<file path="config.mk">
export PLATFORM = sky130hd
export DESIGN_NAME = cdt_top
export DESIGN_NICKNAME = d
export VERILOG_FILES = /design/src/rtl/cdt_pkg.sv /design/src/rtl/cdt_src_mux.sv /design/src/rtl/cdt_preload.sv /design/src/rtl/cdt_counter.sv /design/src/rtl/cdt_top.sv
export SDC_FILE = /design/constraint.sdc
export NUM_CORES = 1
export LEC_CHECK = 0
export CORE_ASPECT_RATIO = 1.5
export CORE_MARGIN = 2
export CORE_UTILIZATION = 35
export CTS_CLUSTER_DIAMETER = 50
export DETAILED_ROUTE_END_ITERATION = 7
export DONT_BUFFER_PORTS = 1
export PLACE_DENSITY_LB_ADDON = 0.15
export SLEW_MARGIN = 10
export SYNTH_ARGS = -nofsm -noshare
export SYNTH_HDL_FRONTEND = slang
export SYNTH_HIERARCHICAL = 1
export SYNTH_SLANG_ARGS = --single-unit
</file>
<file path="constraint.sdc">
create_clock -name clk -period 4.9 [get_ports clk]
set_clock_uncertainty 0.1 [all_clocks]
set_input_delay 0.735 -clock clk [delete_from_list [all_inputs] [get_ports clk]]
set_output_delay 0.735 -clock clk [all_outputs]
set_load 0.1 [all_outputs]
</file>
<file path="src/rtl/cdt_pkg.sv">
package cdt_pkg;
  typedef enum logic {
    MODE_TIMER = 1'b0,
    MODE_COUNT = 1'b1
  } cdt_mode_e;
endpackage

</file>
<file path="src/rtl/cdt_src_mux.sv">
module cdt_src_mux #(
  parameter int N_SRC = 4,
  parameter int SEL_W = (N_SRC > 1) ? $clog2(N_SRC) : 1
) (
  input  logic [N_SRC-1:0] tick_i,
  input  logic [SEL_W-1:0] sel_i,
  output logic             tick_o
);
  always_comb begin
    tick_o = 1'b0;
    for (int k = 0; k < N_SRC; k++) begin
      if (sel_i == SEL_W'(k)) tick_o = tick_i[k];
    end
  end
endmodule

</file>
<file path="src/rtl/cdt_preload.sv">
module cdt_preload #(
  parameter int CNT_W = 16,
  localparam int HALF_W = CNT_W / 2
) (
  input  logic              clk,
  input  logic              rst,
  input  logic              hi_we,
  input  logic              lo_we,
  input  logic [HALF_W-1:0] byte_i,
  output logic [CNT_W-1:0]  preload_o
);
  logic [HALF_W-1:0] hi_q, lo_q;

  always_ff @(posedge clk) begin
    if (rst) begin
      hi_q <= '1;
      lo_q <= '1;
    end else begin
      if (hi_we) hi_q <= byte_i;
      if (lo_we) lo_q <= byte_i;
    end
  end

  assign preload_o = {hi_q, lo_q};
endmodule

</file>
<file path="src/rtl/cdt_counter.sv">
module cdt_counter
  import cdt_pkg::*;
#(
  parameter int CNT_W = 16
) (
  input  logic             clk,
  input  logic             rst,
  input  logic             tick,
  input  logic             start,
  input  logic             stop,
  input  logic             cfg_we,
  input  cdt_mode_e        cfg_mode,
  input  logic [CNT_W-1:0] preload,
  output logic [CNT_W-1:0] cnt_q,
  output logic             run_q,
  output logic             rdy_q,
  output logic             sq_q,
  output cdt_mode_e        mode_q
);
  localparam logic [CNT_W-1:0] ONE = CNT_W'(1);

  logic at_term;
  assign at_term = (cnt_q <= ONE);

  always_ff @(posedge clk) begin
    if (rst) begin
      mode_q <= MODE_TIMER;
      cnt_q  <= '1;
      run_q  <= 1'b0;
      rdy_q  <= 1'b0;
      sq_q   <= 1'b1;
    end else if (cfg_we) begin
      mode_q <= cfg_mode;
      cnt_q  <= preload;
      run_q  <= 1'b0;
      rdy_q  <= 1'b0;
      sq_q   <= 1'b1;
    end else if (mode_q == MODE_TIMER) begin
      if (tick) begin
        if (at_term) begin
          cnt_q <= preload;
          sq_q  <= ~sq_q;
          rdy_q <= 1'b1;
        end else begin
          cnt_q <= cnt_q - ONE;
        end
      end
      if (stop) rdy_q <= 1'b0;
    end else begin
      if (stop) begin
        run_q <= 1'b0;
        rdy_q <= 1'b0;
      end else if (start) begin
        cnt_q <= preload;
        run_q <= 1'b1;
      end else if (run_q && tick) begin
        cnt_q <= cnt_q - ONE;
        if (cnt_q == ONE) rdy_q <= 1'b1;
      end
    end
  end
endmodule

</file>
<file path="src/rtl/cdt_top.sv">
module cdt_top
  import cdt_pkg::*;
#(
  parameter int CNT_W = 16,
  parameter int N_SRC = 4,
  localparam int SEL_W  = (N_SRC > 1) ? $clog2(N_SRC) : 1,
  localparam int HALF_W = CNT_W / 2
) (
  input  logic              clk,
  input  logic              rst,
  input  logic [N_SRC-1:0]  src_tick,
  input  logic              cfg_we,
  input  logic              cfg_mode,
  input  logic [SEL_W-1:0]  cfg_src,
  input  logic              pre_hi_we,
  input  logic              pre_lo_we,
  input  logic [HALF_W-1:0] pre_byte,
  input  logic              start_rd,
  input  logic              stop_rd,
  output logic [CNT_W-1:0]  count_o,
  output logic              rdy_o,
  output logic              pin_o
);
  logic [SEL_W-1:0] src_q;
  logic             tick;
  logic [CNT_W-1:0] preload;
  logic [CNT_W-1:0] cnt_q;
  logic             run_q, rdy_q, sq_q;
  cdt_mode_e        mode_q;

  always_ff @(posedge clk) begin
    if (rst)         src_q <= '0;
    else if (cfg_we) src_q <= cfg_src;
  end

  cdt_src_mux #(.N_SRC(N_SRC), .SEL_W(SEL_W)) u_mux (
    .tick_i(src_tick), .sel_i(src_q), .tick_o(tick)
  );

  cdt_preload #(.CNT_W(CNT_W)) u_pre (
    .clk(clk), .rst(rst), .hi_we(pre_hi_we), .lo_we(pre_lo_we),
    .byte_i(pre_byte), .preload_o(preload)
  );

  cdt_counter #(.CNT_W(CNT_W)) u_cnt (
    .clk(clk), .rst(rst), .tick(tick), .start(start_rd), .stop(stop_rd),
    .cfg_we(cfg_we), .cfg_mode(cdt_mode_e'(cfg_mode)), .preload(preload),
    .cnt_q(cnt_q), .run_q(run_q), .rdy_q(rdy_q), .sq_q(sq_q), .mode_q(mode_q)
  );

  assign rdy_o   = rdy_q;
  assign pin_o   = (mode_q == MODE_COUNT) ? ~rdy_q : sq_q;
  assign count_o = (mode_q == MODE_COUNT && !run_q) ? cnt_q : '0;
endmodule

</file>
==> results.yml, run 1 <==
run_status:
  status: "finished, final reports clean"
setup_path:
  end_kind: "primary output"
  worst_ep_required_time_ns: 4.07
  r2r_end: "u_cnt/cnt_q[13]"
  cp_max_fo: 16
  reg2regPathDepth: 5
  setup.worst_path.start_class: "flop"
  r2r-start: "u_cnt/cnt_q[11]"
  reg2reg_slack_ns: 2.35
  critPathArrivalTime_ns: 2.15
  crit_type: "reg -> out"
logic_synthesis:
  ys.flop_type: "dfxtp_1"
  ys_ff_latch: 38
  synth_area_mm2: 0.00229
  avgSynthCellArea_um2: 8.65
  synth-edff-count: 0
  ys_async_sr_fraction: 0
  synth.yosys.warnings: 6
  synthCells: 265
  synth_cell_types: 51
  syn_nets: 289
  seq_area_frac_synth: 0.332
die:
  dieArea_mm2: 0.00723
  io_pins: 40
  fp-row-count: 36
  initial_core_util: 0.356
  die_h_um: 103
  core_area_mm2: 0.00644
  die_w_um: 70.1
clock_network:
  root_buffer: "clkbuf_8"
  cts.path.max_buffers: 2
  cts_htree_levels: 2
  cts.sinks: 38
  clk_latency_ns: 0.29
  cts-resized-gates: 0
  postCtsSetupRepairBufs: 0
  clkTransAtPathRegs_ns: 0.08
  cts_tree: "done"
  cts_buffers: 5
  postCtsHoldBufs: 0
cells_and_area:
  fin_nets: 281
  fillers: 683
  final_common_cell: "dfxtp_1"
  syn_to_final_growth_pct: 5.13
  drive_above_1_share: 0.136
  instances_no_fill: 334
  fin_area_mm2: 0.00241
  insertedDiodeCount: 0
  final_util: 0.374
  mostFrequentLayoutCells: "dfxtp_1 (38), nor2_1 (21), nor2b_1 (15)"
routing:
  via_count: 1968
  drtIter0Drc: 162
  first_pass_iters: 4
  drc: 0
  avgViaCountPerCell: 5.89
  detail_route.wl_per_cell_um: 18.9
  ant_nets: 0
  wl_mm: 6.31
hold_path:
  min_to: "u_cnt/rdy_q"
  hp-class: "in -> reg"
  holdCritStartpoint: "stop_rd"
  whs_path_depth: 1
timing:
  hold_viol: 0
  finalWorstPathRequiredPeriod_ns: 2.99
  setup-violations-final: 0
  period_share: 0.609
  rsz0062_at_grt: "false"
  worstMarginPinSlew_ns: 1.04
  holdWs_ns: 0.410
  fmax_mhz: 335
  relSlewSlack: 0.304
  tns_ns: 0
  drv_slew: 0
  postLayoutSetupSlackWorst_ns: 1.91
placed_design:
  post_dp_cell_area_mm2: 0.00227
  place.detailed.hpwl_mm: 4.45
  preCtsSetupSlack_ns: 2.07
  numPortBuffers: 0
  dp.cells: 326
  gp_congestion: 0.908
grt:
  antenna_found_initial: 0
  grt_pass1_wl_mm: 10.1
  gr-total-overflow: 0
  grt_max_degree: 46
  grt_pass1_vias: 1922
  track_usage: 0.179
power_and_ir_drop:
  leakage_nw: 0.940
  irDropWorstVdd_mv: 0.210
  power.density_mw_per_mm2: 344
  power.total_uw: 831
flow_run:
  drv_cap: 0
==> cell type report <==
type	count	area, µm²	share of cell area
Clock inverter	3	68.8	0.0285
Clock buffer	5	68.8	0.0285
Sequential cell	38	761	0.316
Multi-Input combinational cell	197	1360	0.563
Inverter	14	52.6	0.0218
Timing Repair Buffer	1	7.51	0.00311
Tap cell	76	95.1	0.0394
==> per-layer routing <==
layer | global-route usage | share of wire | vias up | wire [µm]
met4 | 0.0680 | 0.015 | 0 | 94
met1 | 0.223 | 0.43 | 931 | 2730
li1 | - | - | 978 | -
met5 | 0 | 0 | - | 0
met2 | 0.305 | 0.50 | 53 | 3150
met3 | 0.0371 | 0.052 | 6 | 331
==> Yosys cell counts (all sizes together) (2+ instances only) <==
library cell,count,area (µm²)
dfxtp,38,761
nor2,21,78.8
and2,18,129
a211o,17,155
nor2b,16,108
o21ai,16,80.1
inv,14,52.6
nand2,11,41.3
buf,10,104
a31oi,9,56.3
nor3,9,56.3
a32o,8,80.1
and3,8,50.1
nor4,8,50.1
a21oi,6,33.8
clkbuf,6,22.5
mux2i,6,60.1
or4,5,41.3
a211oi,3,22.5
and2b,3,22.5
nand3,3,15.0
nor3b,3,22.5
a2111oi,2,17.5
a21o,2,15.0
a311oi,2,17.5
ha,2,25.0
nand4,2,12.5
o311a,2,20.0
o41ai,2,17.5
==> cells by family (layout without fill, tap and decap cells) <==
group                      count (synthesis)  in the layout  synth area share
muxes                                      7              7            0.0360
adders and majority gates                  2              2            0.0109
AOI/OAI and AO/OA                         76             76             0.252
and+or+nand+nor                          111            111             0.288
DFF                                       38             38             0.332
xor gates and xnor gates                   1              1           0.00382
buffers and inverters                     30             23            0.0780
==> worst max-delay path: stages, from the launching register on <==
cell	delay [ns]
dfxtp_1	0.65
nor2b_4	0.39
and2_1	0.81
==> sequential cells by signal, indices dropped and copies added, names as in the netlist <==
| name | flops |
|---|---|
| u_cnt/mode_q | 1 |
| src_q | 2 |
| u_cnt/rdy_q | 1 |
| u_cnt/run_q | 1 |
| u_cnt/cnt_q | 16 |
| u_cnt/sq_q | 1 |
| u_pre/hi_q | 8 |
| u_pre/lo_q | 8 |
==> power breakdown <==
part | internal, mW | leakage [nW] | switching (mW)
Sequential | 0.328 | 0.314 | 0.0216
Clock | 0.204 | 0.0683 | 0.120
Combinational | 0.0430 | 0.557 | 0.113
Total | 0.576 | 0.940 | 0.255
==> how the worst max path moves through the flow <==
stage / startpoint / endpoint / cells past startpoint
after floorplan: u_cnt/rdy_q / pin_o / 1
after global placement: src_tick[3] / u_cnt/cnt_q[1] / 5
after detailed placement: src_tick[3] / u_cnt/cnt_q[1] / 5
after global routing: u_cnt/mode_q / count_o[11] / 2
after CTS: u_cnt/mode_q / count_o[12] / 2
final: u_cnt/mode_q / count_o[12] / 2
(Power assumes the default switching activity.)
==> run 2, diff against run 1 <==
clock period = 2.6 ns   (was 4.9 ns; I/O delays follow)
==> run 2 against run 1 <==
Wire length down 0.48%. Largest cell class unchanged. Highest routed layer unchanged. Register-to-register slack lost 2.1 ns. First-iteration DRC count is 21% lower.
==> results.yml, run 2 (same netlist as run 1, synthesis figures left out) <==
clock_network:
  cts_buffers: 5
  clk_latency_ns: 0.30
  postCtsHoldBufs: 0
  postCtsSetupRepairBufs: 0
  cts-resized-gates: 0
  cts.path.max_buffers: 2
  clkTransAtPathRegs_ns: 0.08
  root_buffer: "clkbuf_8"
  cts.sinks: 38
  cts_htree_levels: 2
  cts_tree: "done"
cells_and_area:
  final_common_cell: "dfxtp_1"
  top_regs: "u_cnt/cnt_q (16), u_pre/hi_q (8), u_pre/lo_q (8)"
  instances_no_fill: 348
  multi_input_area_mm2: 0.00136
  insertedDiodeCount: 0
  largest_register_ff_count: 16
  fin_area_mm2: 0.00249
  seq_area_um2: 761
  drive_above_1_share: 0.180
  syn_to_final_growth_pct: 8.67
  fillers: 673
  fin_nets: 295
  mostFrequentLayoutCells: "dfxtp_1 (38), nor2_1 (21), buf_4 (15), nor2b_1 (15), inv_1 (14)"
  regMostFlops: "u_cnt/cnt_q"
setup_path:
  critPathLaunch: "u_cnt/cnt_q[0]"
  endpoint: "u_cnt/cnt_q[7]"
  crit_type: "reg -> reg"
  r2r_end: "u_cnt/cnt_q[7]"
  cp_cell_sequence: "inv_1, ha_1, nor2_1, nor3_4, a21oi_2, o2bb2ai_1, a211o_1"
  reg2regPathDepth: 7
  setup.worst_path.start_class: "flop"
  r2r-start: "u_cnt/cnt_q[0]"
  slowest_stage: "a21oi_2"
  end_kind: "flop"
  slowest_delay_ns: 0.49
  worst_ep_required_time_ns: 2.69
  critPathArrivalTime_ns: 2.40
  cp_max_fo: 12
  reg2reg_slack_ns: 0.30
routing:
  first_pass_iters: 4
  wl_mm: 6.28
  drc: 0
  ant_nets: 0
  detail_route.wl_per_cell_um: 18.0
  avgViaCountPerCell: 5.77
  drtIter0Drc: 128
  via_count: 2007
placed_design:
  post_dp_cell_area_mm2: 0.00238
  gp_congestion: 0.886
  dp.cells: 340
  place.detailed.hpwl_mm: 4.52
  numPortBuffers: 0
power_and_ir_drop:
  irDropWorstVdd_mv: 0.354
  leakage_nw: 0.994
  power.density_mw_per_mm2: 597
  power.total_mw: 1.49
grt:
  antenna_found_initial: 0
  grt_max_degree: 46
  grt_pass1_wl_mm: 10.3
  grt_pass1_vias: 1933
  gr-total-overflow: 0
  track_usage: 0.180
timing:
  finalWorstPathRequiredPeriod_ns: 2.30
  relSlewSlack: 0.605
  worstMarginPinSlew_ns: 0.592
  fmax_mhz: 434
  setup-violations-final: 0
  rsz0062_at_grt: "false"
  drv_slew: 0
  period_share: 0.886
  hold_viol: 0
  tns_ns: 0
die:
  dieArea_mm2: 0.00723
  die_h_um: 103
  core_area_mm2: 0.00644
  die_w_um: 70.1
  fp-row-count: 36
  io_pins: 40
  initial_core_util: 0.356
hold_path:
  hp-class: "in -> reg"
run_status:
  status: "finished, final reports clean"
flow_run:
  drv_cap: 0
-- run 2: how the worst min path moves through the flow --
stage | startpoint | to | slack [ns] | depth (start not counted)
floorplan | u_cnt/cnt_q[10] | u_cnt/cnt_q[10] | 0.35 | 2
global placement | rst | src_q[1] | 0.37 | 1
detailed placement | rst | u_cnt/mode_q | 0.37 | 1
CTS | rst | u_cnt/mode_q | 0.05 | 1
global route | rst | u_cnt/mode_q | 0.04 | 1
finish | rst | u_cnt/mode_q | 0.06 | 1
-- run 2: routing by layer --
metal,wire (µm),GRT usage,vias up
met5,0,0,-
met4,68,0.0503,0
met3,286,0.0391,5
met2,3230,0.315,49
met1,2690,0.222,950
li1,-,-,1003
-- run 2: report_power, final --
part | leakage [nW] | switching, mW | internal [mW]
clock | 0.0504 | 0.233 | 0.286
combinational | 0.630 | 0.220 | 0.0944
sequential | 0.314 | 0.0374 | 0.619
total | 0.994 | 0.490 | 0.999
-- run 2: stage by stage --
step	util	hold WS, ns	setup slack (ns)
floorplan	-	0.352	0.280
global placement	0.369	0.366	0.418
detailed placement	0.369	0.370	0.347
CTS	0.387	0.0483	0.301
global route	0.387	0.0407	0.126
finish	0.387	0.0562	0.295
-- run 2: area by class of cell --
cell class,instances,share of cell area
clock buffers,5,0.0276
flip-flops and latches,38,0.305
inverters,14,0.0211
clock inverters,3,0.0181
multi-input cells,197,0.545
repair buffers,15,0.0452
well taps,76,0.0382
-- run 2: critical path: cells and delay by family (launching register included) --
kind,cells,cell delay [ns]
buffers and inverters,1,0.10
AOI/OAI and AO/OA,3,0.93
adders and majority gates,1,0.26
and+or+nand+nor,2,0.34
DFF,1,0.47
==> run 3, diff against run 2 <==
BUFFER_PORTS_ARGS = -buffer_cell sky130_fd_sc_hd__buf_4   (was not set)
DONT_BUFFER_PORTS = not set   (was 1)
PLACE_DENSITY_LB_ADDON = not set   (was 0.15)
==> run 3 against run 2 <==
Flip-flop and latch count unchanged. Highest routed layer unchanged. Final area increased by 11%. Combinational power up 21%. Worst setup slack got worse by 0.052 ns. Critical path type unchanged. Largest cell class unchanged. Largest power group unchanged.
==> results.yml, run 3 (same netlist as run 1, synthesis figures left out) <==
run_status:
  status: "finished, final reports clean"
cells_and_area:
  insertedDiodeCount: 0
  fin_nets: 329
  final_util: 0.430
  instances_no_fill: 382
  drive_above_1_share: 0.271
  syn_to_final_growth_pct: 20.8
  top_regs: "u_cnt/cnt_q (16), u_pre/hi_q (8), u_pre/lo_q (8)"
  largest_register_ff_count: 16
  final_common_cell: "buf_4"
  mostFrequentLayoutCells: "buf_4 (49), dfxtp_1 (38), nor2_1 (21)"
  regMostFlops: "u_cnt/cnt_q"
routing:
  wl_met3_um: 263
  ant_nets: 0
  wl_met2_mm: 3.13
  wl_mm: 6.28
  avgViaCountPerCell: 5.73
  wl_met1_mm: 2.67
  dr.max_layer_used: "met4"
  drc: 0
  first_pass_iters: 4
  detail_route.wl_per_cell_um: 16.4
  drtIter0Drc: 164
  via_count: 2190
setup_path:
  worst_ep_required_time_ns: 2.68
  slowest_stage: "dfxtp_1"
  setup.worst_path.start_class: "flop"
  critPathArrivalTime_ns: 2.44
  end_kind: "flop"
  crit_type: "reg -> reg"
  reg2reg_slack_ns: 0.24
  r2r-start: "u_cnt/cnt_q[0]"
  cp_cell_sequence: "inv_1, ha_1, nor2_1, nor3_4, a21oi_2, o2bb2ai_1, a211o_1"
  reg2regPathDepth: 7
  slowest_delay_ns: 0.49
  r2r_end: "u_cnt/cnt_q[7]"
  critPathLaunch: "u_cnt/cnt_q[0]"
  cp_max_fo: 12
grt:
  grt_max_degree: 24
  grt_pass1_vias: 2055
  grt_pass1_wl_mm: 10.3
  antenna_found_initial: 0
  track_usage: 0.178
  gr-total-overflow: 0
placed_design:
  dp.cells: 374
  gp_congestion: 0.904
  numPortBuffers: 39
  preCtsSetupSlack_ns: 0.269
  place.detailed.hpwl_mm: 4.49
clock_network:
  root_buffer: "clkbuf_8"
  cts_htree_levels: 2
  cts_buffers: 5
  clkTransAtPathRegs_ns: 0.08
  cts.path.max_buffers: 2
  cts.sinks: 38
  postCtsHoldBufs: 0
  clk_latency_ns: 0.29
  cts-resized-gates: 0
  postCtsSetupRepairBufs: 0
  cts_tree: "done"
hold_path:
  min_to: "u_cnt/rdy_q"
  whs_path_depth: 2
  holdCritStartpoint: "stop_rd"
  hp-class: "in -> reg"
timing:
  finalWorstPathRequiredPeriod_ns: 2.36
  tns_ns: 0
  worstMarginPinSlew_ns: 0.766
  setup-violations-final: 0
  relSlewSlack: 0.489
  period_share: 0.907
  hold_viol: 0
  drv_slew: 0
  postLayoutSetupSlackWorst_ns: 0.243
  rsz0062_at_grt: "false"
  fmax_mhz: 424
die:
  dieArea_mm2: 0.00723
  io_pins: 40
  initial_core_util: 0.356
  die_w_um: 70.1
  die_h_um: 103
  fp-row-count: 36
  core_area_mm2: 0.00644
flow_run:
  drv_cap: 0
power_and_ir_drop:
  leakage_nw: 1.18
  power.density_mw_per_mm2: 593
  irDropWorstVdd_mv: 0.305
run 3: cell types whose count changed in the layout (fill, tap and decap cells not counted), sizes merged:
cell,change
buf,+34
bufinv,+1
clkinvlp,-2
clkinv,+1
run 3: final cells by class:
type | count | area, µm²
clock inverter | 3 | 68.8
multi-input combinational | 197 | 1360
clock buffer | 5 | 68.8
inverter | 14 | 52.6
tap | 76 | 95.1
timing repair buffer | 49 | 368
sequential | 38 | 761
fill | 658 | 3670
run 3: where the power goes:
group	switching [mW]	internal, mW	total, mW
logic	0.251	0.129	0.379
registers	0.0383	0.619	0.657
clock network	0.221	0.385	0.606
total	0.510	1.13	1.64
run 3: worst max-delay path by stage:
| stage | end | slack [ns] | depth (start not counted) |
|---|---|---|---|
| 3_3_place_gp | u_cnt/cnt_q[15] | 0.21 | 7 |
| 6_report | u_cnt/cnt_q[7] | 0.24 | 7 |
| 4_1_cts | u_cnt/cnt_q[7] | 0.26 | 7 |
| 5_1_grt | u_cnt/cnt_q[7] | 0.12 | 7 |
| 2_1_floorplan | pin_o | 0.28 | 1 |
| 3_5_place_dp | u_cnt/cnt_q[7] | 0.27 | 7 |
run 3: routing by layer:
| metal | global-route usage | vias to the layer above |
|---|---|---|
| li1 | - | 1072 |
| met1 | 0.213 | 1036 |
| met2 | 0.314 | 64 |
| met3 | 0.0274 | 18 |
| met4 | 0.0784 | 0 |
| met5 | 0 | - |
run 3: metrics by stage:
stage	hold slack, ns	power, mW	cell area [µm²]
final	0.200	1.64	2770
after global placement	0.383	1.05	2630
after global routing	0.195	1.71	2770
after detailed placement	0.387	1.05	2630
after CTS	0.193	1.66	2770
after floorplan	0.352	0.949	2300
run 3: critical path: cells and delay by family (launching register included):
kind,cells,cell delay (ns)
AO/OA/AOI/OAI,3,0.91
buffers and inverters,1,0.11
adder cells (fa/ha/maj),1,0.28
flip-flops,1,0.49
AND/OR/NAND/NOR,2,0.36
